<file path="config.mk">
export PLATFORM = sky130hd
export DESIGN_NAME = cmp_pulse_unit
export DESIGN_NICKNAME = d
export VERILOG_FILES = /design/src/rtl/cmp_pulse_unit.sv
export SDC_FILE = /design/constraint.sdc
export NUM_CORES = 1
export LEC_CHECK = 0
export BUFFER_PORTS_ARGS = -buffer_cell sky130_fd_sc_hd__buf_2
export CORE_AREA = 2 2 242 244
export DETAILED_ROUTE_END_ITERATION = 8
export DIE_AREA = 0 0 244 246
export GPL_TIMING_DRIVEN = 0
export HOLD_SLACK_MARGIN = 0.15
export PLACE_DENSITY = 0.5
export SLEW_MARGIN = 20
export SYNTH_ARGS = -nofsm -noshare
export SYNTH_HDL_FRONTEND = slang
export SYNTH_SLANG_ARGS = --single-unit
</file>
<file path="constraint.sdc">
create_clock -name clk -period 5.85 [get_ports clk]
set_clock_uncertainty 0.2 [all_clocks]
set_input_delay 1.755 -clock clk [delete_from_list [all_inputs] [get_ports clk]]
set_output_delay 1.755 -clock clk [all_outputs]
set_load 0.01 [all_outputs]
</file>
<file path="src/rtl/cmp_pulse_unit.sv">
module cmp_pulse_unit #(
  parameter int NCH       = 4,
  parameter int CW        = 32,
  parameter int AW        = 12,
  parameter int PULSE_LEN = 4
) (
  input  logic           clk,
  input  logic           rst_n,
  input  logic           wr_en,
  input  logic [AW-1:0]  addr,
  input  logic [31:0]    wr_data,
  output logic [31:0]    rd_data,
  input  logic [CW-1:0]  count,
  input  logic           cnt_wrap,
  input  logic           wrap_match_en,
  output logic [NCH-1:0] pin_out,
  output logic           irq
);
  localparam int PW        = $clog2(PULSE_LEN + 1);
  localparam int GSR_OFS   = 'h604;
  localparam int CH_BASE   = 'h608;
  localparam int CH_STRIDE = 8;
  localparam logic [3:0] MODE_OFF = 4'h0;
  localparam logic [3:0] MODE_TGL = 4'h5;
  localparam logic [3:0] MODE_PLS = 4'hF;

  logic [NCH-1:0][3:0]    mode;
  logic [NCH-1:0][CW-1:0] act;
  logic [NCH-1:0] flag, ie, dre, act_vld, nxt_vld, hit, ctl_we, cmp_we;

  for (genvar n = 0; n < NCH; n++) begin : g_ch
    localparam logic [AW-1:0] CTL_A = AW'(CH_BASE + n * CH_STRIDE);
    localparam logic [AW-1:0] CMP_A = AW'(CH_BASE + n * CH_STRIDE + 4);

    logic [3:0]    md;
    logic          fl, en, dr, av, nv, tg;
    logic [CW-1:0] ac, nx;
    logic [PW-1:0] pc;

    assign ctl_we[n]  = wr_en && addr == CTL_A;
    assign cmp_we[n]  = wr_en && addr == CMP_A;
    assign hit[n]     = av && md != MODE_OFF && count == ac && (!cnt_wrap || wrap_match_en);
    assign mode[n]    = md;
    assign act[n]     = ac;
    assign flag[n]    = fl;
    assign ie[n]      = en;
    assign dre[n]     = dr;
    assign act_vld[n] = av;
    assign nxt_vld[n] = nv;
    assign pin_out[n] = (md == MODE_TGL) ? tg : (md == MODE_PLS) ? (pc != '0) : 1'b0;

    always_ff @(posedge clk or negedge rst_n)
      if (!rst_n) begin
        md <= MODE_OFF; fl <= 1'b0; en <= 1'b0; dr <= 1'b0;
        av <= 1'b0; nv <= 1'b0; tg <= 1'b0;
        ac <= '0; nx <= '0; pc <= '0;
      end else begin
        if (ctl_we[n]) begin
          md <= wr_data[5:2];
          en <= wr_data[6];
          dr <= wr_data[0];
        end
        if (hit[n])                       fl <= 1'b1;
        else if (ctl_we[n] && wr_data[7]) fl <= 1'b0;

        if (hit[n]) begin
          ac <= nx;
          av <= nv;
          nv <= 1'b0;
        end
        if (md == MODE_OFF) nv <= 1'b0;
        if (cmp_we[n]) begin
          if (md == MODE_OFF || !av || (hit[n] && !nv)) begin
            ac <= wr_data[CW-1:0];
            av <= 1'b1;
          end else begin
            nx <= wr_data[CW-1:0];
            nv <= 1'b1;
          end
        end

        if (md == MODE_OFF)                tg <= 1'b0;
        else if (hit[n] && md == MODE_TGL) tg <= ~tg;

        if (md != MODE_PLS) pc <= '0;
        else if (hit[n])    pc <= PW'(PULSE_LEN);
        else if (pc != '0)  pc <= pc - 1'b1;
      end
  end

  assign irq = |(flag & ie);

  always_comb begin
    rd_data = '0;
    if (addr == AW'(GSR_OFS)) rd_data[NCH-1:0] = flag;
    for (int n = 0; n < NCH; n++) begin
      if (addr == AW'(CH_BASE + n * CH_STRIDE))
        rd_data = {24'b0, flag[n], ie[n], mode[n], 1'b0, dre[n]};
      if (addr == AW'(CH_BASE + n * CH_STRIDE + 4))
        rd_data = 32'(act[n]);
    end
  end
endmodule

</file>
# After elaboration in Yosys (flattened, before gate mapping)
# Cells that the tools add are included.
# classes
eq_ne,25
n_reduce_logical,79
bitwise_logic,9
addsub,4
mux,85
# ops
operator,n
$mux 32,19
$eq 32x32->1,4
$eq 12x11->1 const B,9
$mux 1,52
$mux 3,12
$logic_and 1x1->1,32
$reduce_bool 3->1,8
$eq 4x3->1 const B,4
$eq 4x4->1 const B,4
$logic_not 4->1,4
$ne 4x4->1 const B,4
$reduce_bool 2->1,8
$reduce_bool 4->1,4
$sub 3x1->3 const B,4
$logic_not 1->1,9
$logic_or 1x1->1,9
$mux 8,1
$not 1->1,8
$reduce_and 2->1,4
$and 4x4->4,1
$mux 4,1
$reduce_or 4->1,1
# totals
output_inout_bits,37
ff_bits,308
input_bits,81

# Depth between registers and ports, before layout
# Gate-level depths: netlist of run 1.
# depth
word_depth,10
mapped_depth,10
depth_no_buf,6

# Least setup slack after synthesis of run 1
# Ideal clock, no wire load.
# synth_path
path_kind,input port to output port
startpoint,in addr[7]
endpoint,out rd_data[0]
slack_ns,0.272
n_path_buf,4
arrival_ns,3.623
path_stages,10
path_cell_list,or2_1 buf_2 or2_1 buf_6 buf_6 or3_1 clkbuf_1 a21oi_1 a221oi_1 a211oi_1
# synth_via
elab_chain_cells,10
# synth_rtl
item,line,text
from (decl),10,"input logic [AW-1:0] addr,"
$eq 12x11->1,95,if (addr == AW'(GSR_OFS)) rd_data[NCH-1:0] = flag;
$mux 4,95,
$mux 8,97,if (addr == AW'(CH_BASE + n * CH_STRIDE))
$mux 32,99,if (addr == AW'(CH_BASE + n * CH_STRIDE + 4))
$mux 32,97,
$mux 32,99,
$mux 32,97,
$mux 32,99,
$mux 32,97,
$mux 32 (*),99,
to (decl),12,"output logic [31:0] rd_data,"
# Every way passes the cells marked *; elsewhere a longest branch is shown, timed or not.

# Worst setup path after layout of run 1
# layout_path
startpoint,in addr[6]
endpoint,out rd_data[0]
# Same word-level chain as after synthesis.

==> reports/summary.txt, run 1 <==
R2R setup slack: 1930 ps
Initial Util: 0.297
Critical Path Stages: 10
H-tree level count: 2
hpwl dp: 44,600 um
fin crit period: 5800 ps
Net Count, Synth: 1,462
synth unique cells: 76
commonest register cell after synthesis: dfrtp_1
Die Ht: 246 um
Worst Setup End Kind: output pin
Synth Instances: 1,373
power consumption: 4.80 mW
Ant. Diodes: 0
fraction of registers with async set/reset: 1.00
residual DRC count: 0
status: finished, final reports clean
Worst Setup Start Kind: primary input
Syn-to-layout area delta: 19.6%
Core ar.: 0.0574 sq mm
total CTS buffers: 36
antenna-violating nets left: 0
total global-route track usage: 0.198
Yosys reg bits: 308
CP Class: primary input to output pin
register area: 0.00771 sq mm
maximum vdd drop: 0.231 mV
final hold violation count: 0
Die W: 244 um
worst-path fanout max: 10
critical path's largest stage delay: 460 ps
Max-slew headroom: 0.311
Leakage: 10.3 nW
Setup Viol. Count Final: 0
vias in the first global route: 12,200
largest net degree at the start of global routing: 98
CP arrival: 3840 ps
CTS clk-pin slew, worst paths: 50 ps
CTS tree: yes
grt total ovfl: 0
Synth Area per Inst: 12.4 sq um
crit path cell chain: buf_2 > or2_4 > or2_1 > buf_6 > buf_6 > nor4_1 > a221o_1 > a221oi_1 > a211oi_2 > buf_2
Pins Over Slew Limit: 0
die area: 0.0600 sq mm
Data required, critical path: 3890 ps
Nets: 1,644
post-synthesis cell area: 0.0170 sq mm
worst hold path class: register to register
total negative setup slack: 0 ps
sequential-to-total area share from yosys stat: 0.453
fmax: 0.172 GHz
Post-Route Utilization: 0.355
via count: 12,200
routed vias/inst: 5.20
Hold-fix buffers, CTS: 0
TritonCTS Sinks: 308
Clock Tree Root: clkbuf_16
wire per inst: 25.5 um
initial antenna violation count: 3
Top Ports: 118
Least-Margin Pin Slew: 1020 ps
Reg2Reg Depth: 8
Power Density: 236 mW/mm^2
Top delay family on crit path: simple AND/OR/NAND/NOR gates
Worst-Skew Late Latency: 560 ps
row count: 88
Yosys warnings: 0
worst hold path cell count: 1
DRT Wirelength: 59,800 um
starting DRC count in detailed routing: 1,017
Buffers & Inverters on Critical Path: 4
Worst path slowest cell: nor4_1
Post-synth EDFFs: 0
layout cells sized above 1: 0.373
Multi-input gate area: 0.00889 sq mm
first-pass GRT wire length: 86,300 um
most common cell after layout, fill and taps aside: dfrtp_1
most frequent cells in the layout: 308 x dfrtp_1, 197 x mux2_2, 143 x buf_2
final cycle utilization of the critical path: 0.991
fillcell total: 5,709
Max Cap Viol: 0
RePlAce Congestion: 0.934
Pre-antenna DRT Iters: 6
clock tree buffer depth: 3
IO Port Bufs: 114
sequential cells by signal (all words and copies together) (netlist names):
register and flops:
g_ch.nv 4, g_ch.tg 4, g_ch.ac 128, g_ch.en 4
g_ch.nx 128, g_ch.fl 4, g_ch.md 16, g_ch.av 4
g_ch.dr 4, g_ch.pc 12
power by group:
| group | internal [mW] | total [mW] | switching, mW |
|---|---|---|---|
| logic | 0.0798 | 0.281 | 0.201 |
| registers | 2.14 | 2.15 | 0.0102 |
| clock network | 1.43 | 2.37 | 0.931 |
| total | 3.65 | 4.80 | 1.14 |
area by class of cell:
type	count	area share
plain buffers	84	0.0270
repair buffers	146	0.0469
inverters	18	0.00332
clock buffers	55	0.0542
flip-flops and latches	308	0.379
multi-input cells	961	0.437
well taps	765	0.0470
clock inverters	9	0.00639
worst paths after layout:
kind	endpoint	from
setup / recovery	rd_data[0]	addr[6]
hold / removal	g_ch[3].nx[25]$_DFFE_PN0P_	g_ch[3].nx[25]$_DFFE_PN0P_
setup reg to reg	g_ch[1].ac[17]$_DFF_PN0_	g_ch[1].md[1]$_DFFE_PN0P_
hold reg to reg	g_ch[3].nx[25]$_DFFE_PN0P_	g_ch[3].nx[25]$_DFFE_PN0P_
max in group asynchronous	g_ch[3].ac[25]$_DFF_PN0_	rst_n
min in group asynchronous	g_ch[1].pc[1]$_DFFE_PN0P_	rst_n
per-stage QoR:
stage | cell area, sq um | setup WS, ps | cells | hold WS [ps]
2_1_floorplan | 17000 | 272 | 1373 | 252
5_1_grt | 20400 | -8.70 | 2346 | 296
6_report | 20400 | 52.5 | 2346 | 283
3_5_place_dp | 18700 | -958 | 2255 | 273
4_1_cts | 20300 | 1.30 | 2336 | 286
3_3_place_gp | 18600 | -3360 | 2252 | 262
metal layers:
layer | part of all wire | up-vias | routed length (um) | GRT usage
li1 | - | 5407 | - | -
met1 | 0.45 | 6266 | 26900 | 0.268
met2 | 0.45 | 432 | 27100 | 0.315
met3 | 0.067 | 82 | 4010 | 0.0465
met4 | 0.028 | 6 | 1680 | 0.0590
met5 | 0.00055 | - | 33 | 0
cells in the mapped netlist, drive strengths merged, types with 3 or more instances:
| library cell | n | share of area |
|---|---|---|
| o22ai | 5 | 0.0018 |
| a21o | 8 | 0.0035 |
| ha | 8 | 0.0059 |
| a21oi | 18 | 0.0053 |
| clkbuf | 30 | 0.0067 |
| mux2i | 4 | 0.0024 |
| a221o | 3 | 0.0018 |
| a211oi | 8 | 0.0035 |
| or2 | 3 | 0.0011 |
| nand2 | 97 | 0.022 |
| dfrtp | 308 | 0.45 |
| mux2 | 407 | 0.29 |
| nor3 | 28 | 0.010 |
| nand3 | 15 | 0.0044 |
| inv | 18 | 0.0040 |
| nor2 | 33 | 0.0082 |
| a222oi | 25 | 0.015 |
| xor2 | 116 | 0.060 |
| nand2b | 7 | 0.0026 |
| a32oi | 3 | 0.0020 |
| or3 | 4 | 0.0018 |
| nor2b | 10 | 0.0037 |
| nor4b | 3 | 0.0024 |
| xnor2 | 16 | 0.0082 |
| nor4 | 50 | 0.022 |
| or4 | 4 | 0.0018 |
| nand4 | 12 | 0.0044 |
| a22oi | 6 | 0.0029 |
| o21ai | 20 | 0.0059 |
| o41ai | 10 | 0.0076 |
| buf | 56 | 0.022 |
| a211o | 6 | 0.0031 |
repair_timing:
action	in CTS	in global routing
endpoints found under the setup margin	32	32
gates cloned	1	0
gates resized for setup	43	10
pin swaps	9	9
endpoints found under the hold margin	0	0
setup buffers	18	9
cells by family after synthesis:
| family | count (synthesis) | synth area share |
|---|---|---|
| AOI/OAI and AO/OA | 131 | 0.0617 |
| xor gates and xnor gates | 132 | 0.0679 |
| adders and majority gates | 8 | 0.00588 |
| buffers and inverters | 104 | 0.0326 |
| DFF | 308 | 0.453 |
| muxes | 411 | 0.289 |
| and+or+nand+nor | 279 | 0.0901 |
(Power assumes the default switching activity.)
==> inputs of run 2 (changes only) <==
Settings changed: CELL_PAD_IN_SITES_DETAIL_PLACEMENT set to 0, CELL_PAD_IN_SITES_GLOBAL_PLACEMENT set to 1, PLACE_DENSITY 0.5 to 0.57.
==> run 2 against run 1 <==
  * Utilization grew 0.12 points
  * Sequential power is essentially flat
  * Sequential cell count is the same
  * Register-to-register slack gained 100 ps
  * Sequential share of layout area shrank 0.13 points
  * Via count is essentially flat
  * Worst setup slack lost 27 ps
  * Cell count is essentially flat
  * Combinational power is essentially flat
  * Power grew 0.22%
  * Worst hold slack gained 0.95 ps
  * Non-clock buffer count is the same
  * Largest cell class unchanged
==> reports/summary.txt, run 2 (synthesized netlist as in run 1, its figures left out) <==
status: finished, final reports clean (unchanged)
final hold violation count: 0 (unchanged)
Power Density: 235 mW/mm^2 (was 236 mW/mm^2)
Initial Util: 0.297 (unchanged)
crit path cell chain: buf_2 > or2_1 > buf_6 > buf_4 > buf_4 > nor4_4 > buf_4 > buf_2 > a22oi_1 > nand3_1 > buf_2 (was buf_2 > or2_4 > or2_1 > buf_6 > buf_6 > nor4_1 > a221o_1 > a221oi_1 > a211oi_2 > buf_2)
Syn-to-layout area delta: 20.0% (was 19.6%)
TritonCTS Sinks: 308 (unchanged)
Setup Viol. Count Final: 0 (unchanged)
CTS clk-pin slew, worst paths: 50 ps (about the same)
Die W: 244 um (unchanged)
residual DRC count: 0 (unchanged)
Post-Route Utilization: 0.356 (was 0.355)
total CTS buffers: 39 (was 36)
worst-path fanout max: 10 (unchanged)
Die Ht: 246 um (unchanged)
Pins Over Slew Limit: 0 (unchanged)
die area: 0.0600 sq mm (unchanged)
routed vias/inst: 5.19 (was 5.20)
first-pass GRT wire length: 87,700 um (was 86,300 um)
grt total ovfl: 0 (unchanged)
CP arrival: 3870 ps (was 3840 ps)
largest net degree at the start of global routing: 91 (was 98)
DRT Wirelength: 60,400 um (was 59,800 um)
CTS tree: yes (unchanged)
clock tree buffer depth: 3 (unchanged)
Max Cap Viol: 0 (unchanged)
Hold-fix buffers, CTS: 0 (unchanged)
Critical Path Stages: 11 (was 10)
Multi-input gate area: 0.00891 sq mm (was 0.00889 sq mm)
post-route cell area: 0.0204 sq mm (about the same)
critical path's largest stage delay: 350 ps (was 460 ps)
total negative setup slack: 0 ps (unchanged)
Max-slew headroom: 0.280 (was 0.311)
worst hold path class: register to register (unchanged)
power consumption: 4.81 mW (was 4.80 mW)
antenna-violating nets left: 0 (unchanged)
area of placed instances: 0.0187 sq mm (about the same)
vias in the first global route: 12,500 (was 12,200)
Ant. Diodes: 0 (unchanged)
Data required, critical path: 3890 ps (about the same)
Clock Tree Root: clkbuf_16 (unchanged)
final cycle utilization of the critical path: 0.996 (was 0.991)
fmax: 0.172 GHz (about the same)
top flop regs: g_ch.ac (128), g_ch.nx (128), g_ch.md (16) (unchanged)
Buffers & Inverters on Critical Path: 7 (was 4)
row count: 88 (unchanged)
IO Port Bufs: 114 (unchanged)
Core ar.: 0.0574 sq mm (unchanged)
most frequent cells in the layout: 308 x dfrtp_1, 197 x mux2_2, 142 x buf_2 (was 308 x dfrtp_1, 197 x mux2_2, 143 x buf_2)
Nets: 1,647 (was 1,644)
worst hold path cell count: 1 (unchanged)
via count: 12,200 (about the same)
Worst Setup Start Kind: primary input (unchanged)
total global-route track usage: 0.200 (was 0.198)
Top delay family on crit path: buffers and inverters (was simple AND/OR/NAND/NOR gates)
fillcell total: 5,665 (was 5,709)
Leakage: 10.3 nW (about the same)
Worst-Skew Late Latency: 570 ps (was 560 ps)
layout cells sized above 1: 0.378 (was 0.373)
CP Class: primary input to output pin (unchanged)
Top Ports: 118 (unchanged)
starting DRC count in detailed routing: 940 (was 1,017)
Worst path slowest cell: buf_2 (was nor4_1)
Least-Margin Pin Slew: 1080 ps (was 1020 ps)
maximum vdd drop: 0.146 mV (was 0.231 mV)
RePlAce Congestion: 0.949 (was 0.934)
Worst Setup End Kind: output pin (unchanged)
most common cell after layout, fill and taps aside: dfrtp_1 (unchanged)
H-tree level count: 2 (unchanged)
initial antenna violation count: 0 (was 3)
fin crit period: 5820 ps (was 5800 ps)
wire per inst: 25.7 um (was 25.5 um)
hpwl dp: 44,400 um (was 44,600 um)
Pre-antenna DRT Iters: 5 (was 6)
Reg2Reg Depth: 8 (unchanged)
register area: 0.00771 sq mm (unchanged)
run 2: cell types whose count changed in the layout (fill, tap and decap cells not counted), sizes merged:
cell      previous run  this run
clkinv               3         8
clkbuf              84        81
clkinvlp             1         3
bufinv               3         2
inv                 20        19
run 2: area by class of cell:
cell class / instances / area share
Buffer: 84 / 0.0271
Clock buffer: 52 / 0.0537
Clock inverter: 14 / 0.00717
Inverter: 18 / 0.00331
Multi-Input combinational cell: 961 / 0.436
Sequential cell: 308 / 0.377
Tap cell: 765 / 0.0469
Timing Repair Buffer: 146 / 0.0483
run 2: path summary, 6_finish.rpt:
| path | slack [ps] | end | startpoint |
|---|---|---|---|
| worst min-delay path | 280 | g_ch[0].nx[22]$_DFFE_PN0P_ | g_ch[0].nx[22]$_DFFE_PN0P_ |
| max in group asynchronous | 3310 | g_ch[2].en$_DFFE_PN0P_ | rst_n |
| min in group asynchronous | 1000 | g_ch[3].nx[22]$_DFFE_PN0P_ | rst_n |
| worst max-delay path | 30 | rd_data[1] | addr[7] |
| worst max register to register | 2030 | g_ch[2].nx[9]$_DFFE_PN0P_ | g_ch[2].ac[6]$_DFF_PN0_ |
| worst min register to register | 280 | g_ch[0].nx[22]$_DFFE_PN0P_ | g_ch[0].nx[22]$_DFFE_PN0P_ |
run 2: power breakdown:
| group | total (mW) | internal (mW) | switching, mW |
|---|---|---|---|
| sequential | 2.15 | 2.14 | 0.0104 |
| clock | 2.37 | 1.40 | 0.969 |
| combinational | 0.283 | 0.0816 | 0.201 |
run 2: routing by layer:
layer	up-vias	part of all wire	wire length, um	GRT usage
met4	0	0.029	1770	0.0603
met2	379	0.45	27300	0.318
met1	6325	0.47	28400	0.284
li1	5403	-	-	-
met5	-	0	0	0
met3	83	0.048	2910	0.0246
run 2: metrics by stage:
stage / hold slack, ps / worst slack (ps) / instances
after detailed placement: 273 / -854 / 2256
final: 284 / 25.9 / 2348
after floorplan: 252 / 272 / 1373
after global placement: 262 / -3350 / 2252
after global routing: 297 / -9.04 / 2348
after CTS: 286 / -21.3 / 2344
run 2: repair_timing:
action / in CTS / in global routing
setup endpoints to repair: 32 / 32
endpoints found under the hold margin: 0 / 0
gates cloned: 1 / 1
setup buffers: 22 / 5
pin swaps: 7 / 7
gates resized for setup: 53 / 19
run 2: worst register-to-register path, stage by stage, from the launching register on:
cell and delay (ps):
dfrtp_1 440, xor2_1 180, nor4_1 610, nand3_1 240, nor4_2 790, a211o_1 260, buf_2 260, buf_4 350
mux2_1 370
==> inputs of run 3 (changes only) <==
Settings changed: BUFFER_PORTS_ARGS -buffer_cell sky130_fd_sc_hd__buf_2 to unset, DONT_BUFFER_PORTS set to 1, PLACE_DENSITY 0.57 to 0.55.
==> run 3 against run 2 <==
  * Power rose by 0.85%
  * Worst hold slack hardly changed
  * Critical path depth fell by 1
  * Non-clock buffer count decreased by 128
  * Cell count is 5.4% lower
==> reports/summary.txt, run 3 (synthesized netlist as in run 1, its figures left out) <==
status: finished, final reports clean (unchanged)
initial antenna violation count: 2 (was 0)
total CTS buffers: 39 (unchanged)
first-pass GRT wire length: 86,200 um (was 87,700 um)
reg-to-reg endpoint: g_ch[2].nx[12]$_DFFE_PN0P_ (was g_ch[2].nx[9]$_DFFE_PN0P_)
residual DRC count: 0 (unchanged)
R2R setup slack: 1910 ps (was 2030 ps)
Critical Path Stages: 10 (was 11)
Int Pwr: 3.77 mW (was 3.63 mW)
total global-route track usage: 0.198 (was 0.200)
via count: 11,500 (was 12,200)
clock tree buffer depth: 3 (unchanged)
CTS tree: yes (unchanged)
Clock Power Share: 0.524 (was 0.494)
Data required, critical path: 3890 ps (about the same)
Initial Util: 0.297 (unchanged)
fmax: 0.173 GHz (was 0.172 GHz)
Post-Route Utilization: 0.342 (was 0.356)
Setup Viol. Count Final: 0 (unchanged)
final cycle utilization of the critical path: 0.990 (was 0.996)
routed vias/inst: 5.18 (was 5.19)
switching portion of total power: 0.222 (was 0.246)
register area: 0.00771 sq mm (unchanged)
Least-Margin Pin Slew: 1010 ps (was 1080 ps)
Critical Path End: rd_data[2] (was rd_data[1])
Multi-input gate area: 0.00887 sq mm (was 0.00891 sq mm)
Die Ht: 246 um (unchanged)
Placed Cells incl. Taps: 2,138 (was 2,256)
Max-slew headroom: 0.318 (was 0.280)
crit path cell chain: or2_1 > buf_4 > or2_1 > buf_6 > buf_6 > nor4b_4 > buf_4 > a221o_1 > a21oi_1 > a211oi_2 (was buf_2 > or2_1 > buf_6 > buf_4 > buf_4 > nor4_4 > buf_4 > buf_2 > a22oi_1 > nand3_1 > buf_2)
RSZ-0062 raised after global routing: no
H-tree level count: 2 (unchanged)
sequential share of power: 0.444 (was 0.448)
Clock Tree Root: clkbuf_16 (unchanged)
Worst path slowest cell: a211oi_2 (was buf_2)
R2R Path Start: g_ch[2].ac[6]$_DFF_PN0_ (unchanged)
fillcell total: 5,666 (was 5,665)
Ant. Diodes: 0 (unchanged)
top flop regs: g_ch.ac (128), g_ch.nx (128), g_ch.md (16) (unchanged)
Comb power frac: 0.032 (was 0.059)
row count: 88 (unchanged)
final hold violation count: 0 (unchanged)
Max Cap Viol: 0 (unchanged)
hold_sp: g_ch[0].nx[20]$_DFFE_PN0P_ (was g_ch[0].nx[22]$_DFFE_PN0P_)
CTS clk-pin slew, worst paths: 50 ps (about the same)
CP Class: primary input to output pin (unchanged)
CP arrival: 3840 ps (was 3870 ps)
hpwl dp: 43,500 um (was 44,400 um)
Power Density: 247 mW/mm^2 (was 235 mW/mm^2)
TritonCTS Sinks: 308 (unchanged)
antenna-violating nets left: 0 (unchanged)
Die W: 244 um (unchanged)
Hold-fix buffers, CTS: 0 (unchanged)
Core ar.: 0.0574 sq mm (unchanged)
Crit. Startpoint: addr[7] (unchanged)
starting DRC count in detailed routing: 981 (was 940)
Layout Cells excl Fill: 2,222 (was 2,348)
Syn-to-layout area delta: 15.2% (was 20.0%)
Pins Over Slew Limit: 0 (unchanged)
Worst Setup Start Kind: primary input (unchanged)
Pre-antenna DRT Iters: 6 (was 5)
Worst-Skew Late Latency: 560 ps (was 570 ps)
layout cells sized above 1: 0.316 (was 0.378)
vias in the first global route: 11,800 (was 12,500)
Net Switching: 1.08 mW (was 1.18 mW)
worst-path fanout max: 10 (unchanged)
Buffers & Inverters on Critical Path: 4 (was 7)
Reg2Reg Depth: 8 (unchanged)
maximum vdd drop: 0.195 mV (was 0.146 mV)
most common cell after layout, fill and taps aside: dfrtp_1 (unchanged)
Leakage: 9.69 nW (was 10.3 nW)
DRT Wirelength: 59,500 um (was 60,400 um)
die area: 0.0600 sq mm (unchanged)
wire per inst: 26.8 um (was 25.7 um)
critical path's largest stage delay: 410 ps (was 350 ps)
Top Ports: 118 (unchanged)
worst hold path class: register to register (unchanged)
grt total ovfl: 0 (unchanged)
Worst Setup End Kind: output pin (unchanged)
Top delay family on crit path: simple AND/OR/NAND/NOR gates (was buffers and inverters)
IO Port Bufs: 0 (was 114)
largest net degree at the start of global routing: 309 (was 91)
fin crit period: 5790 ps (was 5820 ps)
most frequent cells in the layout: 308 x dfrtp_1, 197 x mux2_2, 130 x mux2_1 (was 308 x dfrtp_1, 197 x mux2_2, 142 x buf_2)
Nets: 1,519 (was 1,647)
RePlAce Congestion: 0.904 (was 0.949)
==> run 3: changes by cell type in the layout (fill, tap and decap cells not counted), moves of 2 or more <==
cell	previous run	this run
buf_12	4	1
buf_16	5	0
buf_2	142	31
buf_6	19	14
buf_8	2	0
bufinv_16	2	5
clkbuf_1	23	28
clkbuf_2	10	5
clkbuf_8	5	8
clkinvlp_4	3	0
nand2_1	86	92
nand2_2	11	5
==> run 3: final cells by class <==
class	count	area share
multi-input combinational	961	0.452
sequential	308	0.393
clock buffer	55	0.0580
tap	765	0.0488
buffer	85	0.0266
clock inverter	13	0.0107
timing repair buffer	17	0.00714
inverter	18	0.00344
==> run 3: metrics by stage <==
step	setup slack, ps	power, mW	hold WS [ps]	cell area (sq um)	setup TNS, ps
2_1_floorplan	272	2.28	252	17000	0
3_3_place_gp	-790	2.34	262	18000	-18930
3_5_place_dp	-625	2.34	274	18000	-14670
4_1_cts	14.9	4.91	287	19500	0
5_1_grt	0.990	5.00	297	19600	0
6_report	58.4	4.85	283	19600	0
==> run 3: metal layers <==
metal  global-route usage  part of all wire
met2                0.321              0.46
met5                    0                 0
met1                0.262              0.44
met4               0.0493             0.019
met3               0.0559             0.075
==> run 3: timing repair <==
action / 4_1_cts / 5_1_grt
pin swaps: 5 / 7
setup buffers: 7 / 10
setup endpoints to repair: 32 / 32
gates resized for setup: 27 / 12
==> run 3: how the worst min path moves through the flow <==
stage,end,cells after the start,slack (ps)
after floorplan,g_ch[3].nx[22]$_DFFE_PN0P_,1,250
after global placement,g_ch[3].nx[25]$_DFFE_PN0P_,1,260
after detailed placement,g_ch[3].nx[30]$_DFFE_PN0P_,1,270
after CTS,g_ch[3].nx[1]$_DFFE_PN0P_,1,290
after global routing,g_ch[1].nx[21]$_DFFE_PN0P_,1,300
final,g_ch[0].nx[20]$_DFFE_PN0P_,1,280
==> run 3: power groups by stage <==
stage               clock, mW  sequential, mW  combinational [mW]
finish                   2.54            2.15               0.157
detailed placement          0            2.19               0.151
global placement            0            2.19               0.151
CTS                      2.60            2.15               0.153
floorplan                   0            2.19              0.0933
global route             2.69            2.15               0.164
